### src/rtl/aud_rx_pkg.sv
package aud_rx_pkg;
  localparam int unsigned AUD_SW = 20;
  localparam int unsigned NB_W   = $clog2(AUD_SW + 1);

  function automatic logic is_i2s(input logic [1:0] f);
    return (f == 2'b00);
  endfunction

  function automatic logic is_lsb(input logic [1:0] f);
    return f[1];
  endfunction

  function automatic logic [NB_W-1:0] word_bits(input logic [1:0] w);
    case (w)
      2'b00:   return NB_W'(AUD_SW - 4);
      2'b01:   return NB_W'(AUD_SW - 2);
      default: return NB_W'(AUD_SW);
    endcase
  endfunction

  // keep the low n bits of a shift window, then move them to the top
  function automatic logic [AUD_SW-1:0] lsb_align(input logic [AUD_SW-1:0] s,
                                                  input logic [NB_W-1:0] n);
    logic [AUD_SW-1:0] m;
    m = (AUD_SW'(1) << n) - AUD_SW'(1);
    return (s & m) << (NB_W'(AUD_SW) - n);
  endfunction
endpackage

### src/rtl/aud_rx_edge.sv
module aud_rx_edge
  import aud_rx_pkg::*;
(
  input  logic clk,
  input  logic rst_n,
  input  logic bclk_i,
  input  logic fs_i,
  input  logic sd_i,
  input  logic i2s_i,
  output logic bit_stb,
  output logic bit_val,
  output logic bnd,
  output logic close_left
);
  logic       bclk_q;
  logic       fs_smp;
  logic       fs_e_q;
  logic [1:0] prime;
  logic       fs_e;

  assign bit_stb    = bclk_i & ~bclk_q;
  assign bit_val    = sd_i;
  // I2S: sync delayed one bit and inverted, so high always marks left
  assign fs_e       = i2s_i ? ~fs_smp : fs_i;
  assign bnd        = bit_stb && (prime == 2'd2) && (fs_e != fs_e_q);
  assign close_left = fs_e_q;

  always_ff @(posedge clk or negedge rst_n) begin
    if (!rst_n) begin
      bclk_q <= 1'b1;
      fs_smp <= 1'b0;
      fs_e_q <= 1'b0;
      prime  <= 2'd0;
    end else begin
      bclk_q <= bclk_i;
      if (bit_stb) begin
        fs_smp <= fs_i;
        fs_e_q <= fs_e;
        if (prime != 2'd2) prime <= prime + 2'd1;
      end
    end
  end


  stb_single_chk: assert property (@(posedge clk) disable iff (!rst_n)
    bit_stb |=> !bit_stb);


  prime_bnd_chk: assert property (@(posedge clk) disable iff (!rst_n)
    (prime != 2'd2) |-> !bnd);
endmodule

### src/rtl/aud_rx_collect.sv
module aud_rx_collect
  import aud_rx_pkg::*;
#(
  parameter int unsigned CNT_W = 8
) (
  input  logic              clk,
  input  logic              rst_n,
  input  logic              bit_stb,
  input  logic              bit_val,
  input  logic              bnd,
  input  logic              lsb_i,
  input  logic [NB_W-1:0]   nbits,
  output logic [AUD_SW-1:0] word,
  output logic [CNT_W-1:0]  half_len
);
  logic [AUD_SW-1:0] w;
  logic [AUD_SW-1:0] s;
  logic [CNT_W-1:0]  cnt;
  logic              in_word;
  logic [NB_W-1:0]   idx;

  assign in_word  = (cnt < CNT_W'(nbits));
  assign idx      = NB_W'(AUD_SW - 1) - cnt[NB_W-1:0];
  assign word     = lsb_i ? lsb_align(s, nbits) : w;
  assign half_len = cnt;

  always_ff @(posedge clk or negedge rst_n) begin
    if (!rst_n) begin
      w   <= '0;
      s   <= '0;
      cnt <= '0;
    end else if (bit_stb) begin
      if (bnd) begin
        w   <= {bit_val, {(AUD_SW-1){1'b0}}};
        s   <= {{(AUD_SW-1){1'b0}}, bit_val};
        cnt <= CNT_W'(1);
      end else begin
        if (in_word) w[idx] <= bit_val;
        s <= {s[AUD_SW-2:0], bit_val};
        if (cnt != '1) cnt <= cnt + CNT_W'(1);
      end
    end
  end


  restart_cnt_chk: assert property (@(posedge clk) disable iff (!rst_n)
    (bit_stb && bnd) |=> (half_len == CNT_W'(1)));


  tail_ignored_chk: assert property (@(posedge clk) disable iff (!rst_n)
    (bit_stb && !bnd && !in_word) |=> $stable(w));
endmodule

### src/rtl/aud_rx_frame.sv
module aud_rx_frame
  import aud_rx_pkg::*;
#(
  parameter int unsigned CNT_W = 8
) (
  input  logic              clk,
  input  logic              rst_n,
  input  logic              bnd,
  input  logic              close_left,
  input  logic [AUD_SW-1:0] word,
  input  logic [CNT_W-1:0]  half_len,
  input  logic [NB_W-1:0]   nbits,
  output logic [AUD_SW-1:0] left_o,
  output logic [AUD_SW-1:0] right_o,
  output logic              valid_o,
  output logic              locked_o
);
  localparam int unsigned LEN_W = CNT_W + 1;

  logic              armed, have_left, have_prev;
  logic [AUD_SW-1:0] lw;
  logic [CNT_W-1:0]  ll;
  logic [LEN_W-1:0]  prev_len, flen;
  logic              frame_done, good, lock_nx;

  assign frame_done = bnd && armed && !close_left && have_left;
  assign good       = (ll >= CNT_W'(nbits)) && (half_len >= CNT_W'(nbits));
  assign flen       = LEN_W'(ll) + LEN_W'(half_len);
  assign lock_nx    = good && have_prev && (flen == prev_len);

  always_ff @(posedge clk or negedge rst_n) begin
    if (!rst_n) begin
      armed <= 1'b0; have_left <= 1'b0; have_prev <= 1'b0;
      lw <= '0; ll <= '0; prev_len <= '0;
      left_o <= '0; right_o <= '0; valid_o <= 1'b0; locked_o <= 1'b0;
    end else begin
      valid_o <= 1'b0;
      if (bnd) begin
        if (!armed) begin
          armed <= 1'b1;
        end else if (close_left) begin
          lw        <= word;
          ll        <= half_len;
          have_left <= 1'b1;
        end else if (have_left) begin
          have_left <= 1'b0;
          prev_len  <= flen;
          have_prev <= good;
          locked_o  <= lock_nx;
          valid_o   <= lock_nx;
          left_o    <= lock_nx ? lw   : '0;
          right_o   <= lock_nx ? word : '0;
        end
      end
    end
  end


  lock_emits_chk: assert property (@(posedge clk) disable iff (!rst_n)
    $rose(locked_o) |-> valid_o);


  muted_zero_chk: assert property (@(posedge clk) disable iff (!rst_n)
    !locked_o |-> (left_o == '0 && right_o == '0));


  short_half_chk: assert property (@(posedge clk) disable iff (!rst_n)
    (frame_done && (half_len < CNT_W'(nbits))) |=> !locked_o);


  strobe_pulse_chk: assert property (@(posedge clk) disable iff (!rst_n)
    valid_o |=> !valid_o);


  strobe_locked_chk: assert property (@(posedge clk) disable iff (!rst_n)
    valid_o |-> locked_o);
endmodule

### src/rtl/aud_serial_rx.sv
module aud_serial_rx
  import aud_rx_pkg::*;
#(
  parameter int unsigned CNT_W = 8
) (
  input  logic              clk,
  input  logic              rst_n,
  input  logic              bclk_i,
  input  logic              fs_i,
  input  logic              sd_i,
  input  logic [1:0]        fmt_sel,
  input  logic [1:0]        width_sel,
  output logic [AUD_SW-1:0] left_o,
  output logic [AUD_SW-1:0] right_o,
  output logic              valid_o,
  output logic              locked_o
);
  logic              bit_stb, bit_val, bnd, close_left;
  logic [NB_W-1:0]   nbits;
  logic [AUD_SW-1:0] word;
  logic [CNT_W-1:0]  half_len;

  assign nbits = word_bits(width_sel);

  aud_rx_edge u_edge (
    .clk(clk), .rst_n(rst_n), .bclk_i(bclk_i), .fs_i(fs_i), .sd_i(sd_i),
    .i2s_i(is_i2s(fmt_sel)), .bit_stb(bit_stb), .bit_val(bit_val),
    .bnd(bnd), .close_left(close_left)
  );

  aud_rx_collect #(.CNT_W(CNT_W)) u_collect (
    .clk(clk), .rst_n(rst_n), .bit_stb(bit_stb), .bit_val(bit_val),
    .bnd(bnd), .lsb_i(is_lsb(fmt_sel)), .nbits(nbits),
    .word(word), .half_len(half_len)
  );

  aud_rx_frame #(.CNT_W(CNT_W)) u_frame (
    .clk(clk), .rst_n(rst_n), .bnd(bnd), .close_left(close_left),
    .word(word), .half_len(half_len), .nbits(nbits),
    .left_o(left_o), .right_o(right_o), .valid_o(valid_o), .locked_o(locked_o)
  );
endmodule

### config.mk
export PLATFORM = sky130hd
export DESIGN_NAME = aud_serial_rx
export DESIGN_NICKNAME = d
export VERILOG_FILES = /design/src/rtl/aud_rx_pkg.sv /design/src/rtl/aud_rx_edge.sv /design/src/rtl/aud_rx_collect.sv /design/src/rtl/aud_rx_frame.sv /design/src/rtl/aud_serial_rx.sv
export SDC_FILE = /design/constraint.sdc
export NUM_CORES = 1
export LEC_CHECK = 0
export BUFFER_PORTS_ARGS = -buffer_cell sky130_fd_sc_hd__buf_2
export CAP_MARGIN = 15
export CORE_AREA = 2 2 126 128
export DETAILED_ROUTE_END_ITERATION = 6
export DIE_AREA = 0 0 128 130
export GPL_TIMING_DRIVEN = 0
export MAX_ROUTING_LAYER = met4
export PLACE_DENSITY = 0.68
export RECOVER_POWER = 100
export SLEW_MARGIN = 20
export SYNTH_ARGS = -nofsm -noshare
export SYNTH_HDL_FRONTEND = slang
export SYNTH_SLANG_ARGS = --single-unit
### constraint.sdc
create_clock -name clk -period 6.8 [get_ports clk]
set_input_delay 1.36 -clock clk [delete_from_list [all_inputs] [get_ports clk]]
set_output_delay 1.36 -clock clk [all_outputs]
set_load 0.01 [all_outputs]
After elaboration in Yosys (flattened, before gate mapping)
Cells that the tools add are included.
{ "op_classes": {"add_sub_neg": 6, "n_lt_le_gt_ge": 5, "n_eq_ne": 6, "shifts": 2, "mux": 18, "bitwise_logic": 5, "reduce_logical": 16} }
{ "op_table": {"columns": ["op", "count"], "rows": [
  ["$mux W20", 6],
  ["$and A20 B20 Y20", 1],
  ["$bwmux W20", 1],
  ["$shl A1 B5 Y20 const A", 1],
  ["$shl A20 B5 Y20", 1],
  ["$sub A20 B2 Y20 const B", 1],
  ["$ge A8 B5 Y1", 2],
  ["$mux W8", 2],
  ["$sub A5 B5 Y5 const A", 2],
  ["$add A8 B8 Y9", 1],
  ["$eq A9 B9 Y1", 1],
  ["$add A8 B1 Y8 const B", 1],
  ["$lt A8 B5 Y1", 1],
  ["$ne A8 B8 Y1 const B", 1],
  ["$reduce_and A2 Y1", 4],
  ["$mux W1", 7],
  ["$logic_and A1 B1 Y1", 6],
  ["$lt A5 B6 Y1 const B", 1],
  ["$pmux W3 S2", 1],
  ["$demux W1 S5", 1],
  ["$ge A5 B1 Y1 const B", 1],
  ["$logic_not A2 Y1", 2],
  ["$reduce_and A4 Y1", 1],
  ["$reduce_bool A2 Y1", 2],
  ["8 further kinds", 10]
]} }
{ "word_totals": {"ff_bits": 135, "in_bits": 9, "output_inout_bits": 42, "wordCells": 75} }

Logic depth before layout (Yosys ltp)
{ "depth": {"ltp_word": 10, "ltp_mapped": 11, "depth_no_buf": 8} }

Cells and area by module
Synthesis repeated with hierarchy kept, for this count alone.
{ "hier_totals": {"hier_cells": 1028, "hier_area_um2": 9178.8} }
{ "by_module_without_submodules": {"columns": ["module", "instances", "cells_per_inst", "area_each_um2", "seq_area_each_um2"], "rows": [
  ["aud_rx_collect", 1, 585, 4518.1, 1201.2],
  ["aud_rx_frame", 1, 415, 4376.7, 2052.0],
  ["aud_rx_edge", 1, 23, 262.8, 126.4],
  ["aud_serial_rx", 1, 5, 21.3, 0.0]
]} }

Worst setup path before layout
Ideal clock, no wire load.
{ "synth_timing": {"kind": "input-to-reg", "startpoint": "input port fmt_sel[1]", "endpoint": "register u_frame.right_o[10]", "setup_ps": 92, "arrival_time_ps": 3991, "required_time_ps": 6708, "slack_ps": 2716, "path_stages": 9, "n_path_buf": 3, "path_cell_list": "buf_6 -> or3_4 -> and2_1 -> or4_1 -> clkbuf_1 -> or4_4 -> or4_4 -> buf_6 -> o31ai_2"} }
{ "synth_between": {"elab_chain_len": 5, "word_cells_on_any_way": 7, "classes_between": "eq/ne: 1; mux: 3; reduce/logical: 3"} }
{ "synth_rtl": {"columns": ["element", "line_no", "rtl"], "rows": [
  ["start: declaration", "aud_serial_rx.sv:11", "input logic [1:0] fmt_sel,"],
  ["$logic_not A2 Y1", "aud_rx_pkg.sv:6", "return (f == 2'b00);"],
  ["$mux W1", "aud_rx_edge.sv:24", "assign fs_e = i2s_i ? ~fs_smp : fs_i;"],
  ["$ne A1 B1 Y1", "aud_rx_edge.sv:25", "assign bnd = bit_stb && (prime == 2'd2) && (fs_e != fs_e_q);"],
  ["$logic_and A1 B1 Y1", "aud_rx_edge.sv:25", null],
  ["$reduce_and A4 Y1 (no source line)", null, null],
  ["end signal: assignment", "aud_rx_frame.sv:52", "right_o <= lock_nx ? word : '0;"],
  ["end: declaration", "aud_rx_frame.sv:14", "output logic [AUD_SW-1:0] right_o,"]
]} }
Several ways; a longest one is shown, not always the timed one.
A chain may end at the register's enable or synchronous reset.

Final worst setup path
{ "layout_timing": {"startpoint": "input port width_sel[1]", "endpoint": "register u_frame.right_o[3]"} }
{ "layout_between": {"elab_chain_len": 8, "word_cells_on_any_way": 15, "classes_between": "add/sub: 2; order compare: 2; eq/ne: 1; shift: 2; mux: 3; bitwise: 1; reduce/logical: 4"} }
{ "layout_rtl": {"columns": ["element", "line_no", "rtl"], "rows": [
  ["start: declaration", "aud_serial_rx.sv:12", "input logic [1:0] width_sel,"],
  ["$eq A2 B1 Y1 or $logic_not A2 Y1 (tied branches)", "aud_rx_pkg.sv:14", "case (w)"],
  ["$pmux W3 S2 (*)", "aud_rx_pkg.sv:14", null],
  ["$shl A1 B5 Y20", "aud_rx_pkg.sv:25", "m = (AUD_SW'(1) << n) - AUD_SW'(1);"],
  ["$sub A20 B2 Y20", "aud_rx_pkg.sv:25", null],
  ["$and A20 B20 Y20", "aud_rx_pkg.sv:26", "return (s & m) << (NB_W'(AUD_SW) - n);"],
  ["$shl A20 B5 Y20", "aud_rx_pkg.sv:26", null],
  ["$mux W20", "aud_rx_collect.sv:24", "assign word = lsb_i ? lsb_align(s, nbits) : w;"],
  ["$mux W20 (*)", "aud_rx_frame.sv:52", null]
]} }
Every way passes the cells marked *; elsewhere a longest branch is shown, timed or not.

==> metrics <==
Initial Util 43.7%; Routed WL per cell 16.8 um; top cell type's share of synthesized area 49.7%; endpoints failing setup 0; reg-to-reg startpoint u_collect.half_len[0]$_DFFE_PN0P_; Cells after DPL 925; DIE AREA 16600 um^2; Worst Max-Slew Pin Slew 2450 ps; largest net degree at the start of global routing 93; cell area after synthesis 6750 um^2; clk slew on worst S/H paths 60 ps; wirelength, routed 16100 um; # hold bufs at CTS 0; Fmax 211 MHz; Final Worst Setup Slack 2050 ps; most area-consuming cells after synthesis dfrtp_1 50%, nand2_1 7.7%, o21ai_0 5.0%; hold path startpoint u_frame.right_o[0]$_DFFE_PN0P_; Setup Buffers After CTS 0; # diodes 0; Layout Skew 8.41 ps; worst path required time 7160 ps; Crit Path Max Fanout 10; CTS-repair resized insts 0; vias in the first global route 5004; initial antenna violation count 0; critical setup path kind in -> reg; Inserted Clock Buffers 17; final HPWL from detailed placement 11600 um; synth warn 0; Core Region 15400 um^2; Max Cap Violations 1; r2r endpoint u_frame.right_o[3]$_DFFE_PN0P_; post-route ant nets 0; Die Y 130 um; Final Max Tran Viols 44; clk_lat worst skew 430 ps; dominant cell type by area after synthesis dfrtp_1; Pleak 0.00335 uW; Synth cell types 57; clock buffer depth 2; Finished Layout Cells 957; number of port buffers 48; async set-reset flop share out of synthesis 100%; most frequent cells in the layout 139 x nand2_1, 134 x dfrtp_1, 88 x clkbuf_1, 67 x o21ai_0, 49 x a21oi_1; failing checks capacitance limit, slew limit; Setup TNS 0 ps; grt total ovfl 0; final worst path period need 4750 ps; Sinks on Clock Net 135; Initial DRC Count 454; hold depth 2; Post-route DRC 0; share of cells above drive strength 1 9.15%; final core utilization 49.9%; FF+latch area 3380 um^2; top_reg_cell synth dfrtp_1; first-pass GRT wire length 26500 um; crit end category flop; EDFF count, synth 0; CP arrival 5110 ps; unrepaired setup endpoints after global routing false; fillers 1451; final hold viol count 0; P per Cell Area 354 nW/um^2; FF-to-FF setup slack 2930 ps; drt via density 5.53; Pre-antenna DRT Iters 4; Total GRT Usage 21.1%; commonest non-fill, non-tap cell in the layout nand2_1; synthesized flop and latch total 135; hold path endpoint u_frame.right_o[0]$_DFFE_PN0P_; CTS tree yes; Post-Syn Instances 684; GPL Wtd Cong 0.840; io pins 51; chip width 128 um; Clk Tree Root Cell clkbuf_16; row cnt 46; # H-tree levels 4; maximum vdd drop 0.205 mV; register area share after synthesis 50.1%; mean area per synthesized cell 9.86 um^2; status finished with violations; final worst path period share 69.8%; DR vias 5288; Slew headroom -63.3%; Hold WS 483 ps; fin nets 781; Critical Path Start Type input port; Hold/Removal Path Class reg -> reg; worst r2r path cells 9; Multi-input gate area 3120 um^2; worst slack, placed 2130 ps; post-synth net total 713; Synth-to-Final Area Change 14.1%
metrics by stage:
stage	total power, uW	cell area [um^2]
after global placement	1880	7230
after detailed placement	1900	7260
after CTS	2740	7800
after floorplan	1650	6750
after global routing	2890	7690
final	2720	7690
Yosys cell counts (all sizes together) (2+ instances only):
| cell | count |
|---|---|
| a32o | 22 |
| a22oi | 2 |
| a21oi | 49 |
| dfrtp | 134 |
| inv | 9 |
| nor3 | 7 |
| or4 | 3 |
| ha | 19 |
| o21ai | 69 |
| a32oi | 2 |
| mux2 | 11 |
| o31ai | 20 |
| nand3 | 8 |
| and2 | 3 |
| mux2i | 32 |
| buf | 8 |
| nand4 | 7 |
| a31oi | 2 |
| nand2b | 6 |
| or2 | 2 |
| nor2 | 40 |
| and3 | 2 |
| clkbuf | 36 |
| nand2 | 139 |
| nor2b | 8 |
| o311ai | 2 |
| or3 | 2 |
| a21o | 5 |
| xnor2 | 13 |
| xor2 | 4 |
cell type report:
class | count | area share, %
repair buffers | 49 | 2.75
inverters | 9 | 0.439
flip-flops and latches | 135 | 43.9
multi-input cells | 496 | 40.5
plain buffers | 44 | 2.24
clock inverters | 14 | 1.30
clock buffers | 18 | 5.71
well taps | 192 | 3.12
registers in the layout, indices dropped and copies added (netlist names):
signal              cells
u_edge.fs_smp           1
u_frame.locked_o        1
u_frame.have_prev       1
u_edge.bclk_q           1
u_collect.s            20
u_frame.have_left       1
u_collect.half_len      8
u_frame.valid_o         1
u_frame.lw             20
u_edge.prime            2
u_edge.close_left       1
u_frame.right_o        20
u_frame.armed           1
u_frame.left_o         20
u_collect.w            20
u_frame.prev_len        9
u_frame.ll              8
cell families (layout without fill, tap and decap cells):
logic type                 count (synthesis)  after routing  synth area share, %
adders and majority gates                 20             20                 3.82
xor gates and xnor gates                  19             19                 2.89
buffers and inverters                     53            134                 3.32
muxes                                     43             43                 6.59
and+or+nand+nor                          231            231                 14.9
DFF                                      135            135                 50.1
AOI/OAI and AO/OA                        183            183                 18.4
per-layer routing:
metal  up-vias  GRT usage (%)  share of wire [%]
li1       2550              -                  -
met1      2604           28.5                 48
met2       118           31.5                 47
met3        16           4.14                4.0
met4         0           8.02                1.4
met5         -              -                  0
how the worst max path moves through the flow:
stage,start,end,slack [ps]
floorplan,fmt_sel[1],u_frame.right_o[10]$_DFFE_PN0P_,2720
global placement,width_sel[1],u_frame.left_o[15]$_DFFE_PN0P_,2150
detailed placement,width_sel[1],u_frame.right_o[3]$_DFFE_PN0P_,2130
CTS,width_sel[1],u_frame.right_o[3]$_DFFE_PN0P_,2540
global route,width_sel[1],u_frame.left_o[13]$_DFFE_PN0P_,1760
finish,width_sel[1],u_frame.right_o[3]$_DFFE_PN0P_,2050
worst max-delay path, cell delays in order:
cell and delay [ps]:
clkbuf_1 120, clkbuf_1 350, clkbuf_1 420, inv_1 140
ha_1 320, nor2b_1 140, o31ai_1 150, a32oi_1 320
o311ai_0 250, nor4_1 850, clkbuf_1 440, a32o_1 240
power by group:
part	switching (uW)	leakage, uW	internal [uW]
Clock	363	0.000268	477
Combinational	550	0.00124	291
Sequential	114	0.00184	928
No activity file was read; power rests on OpenSTA's default activity.
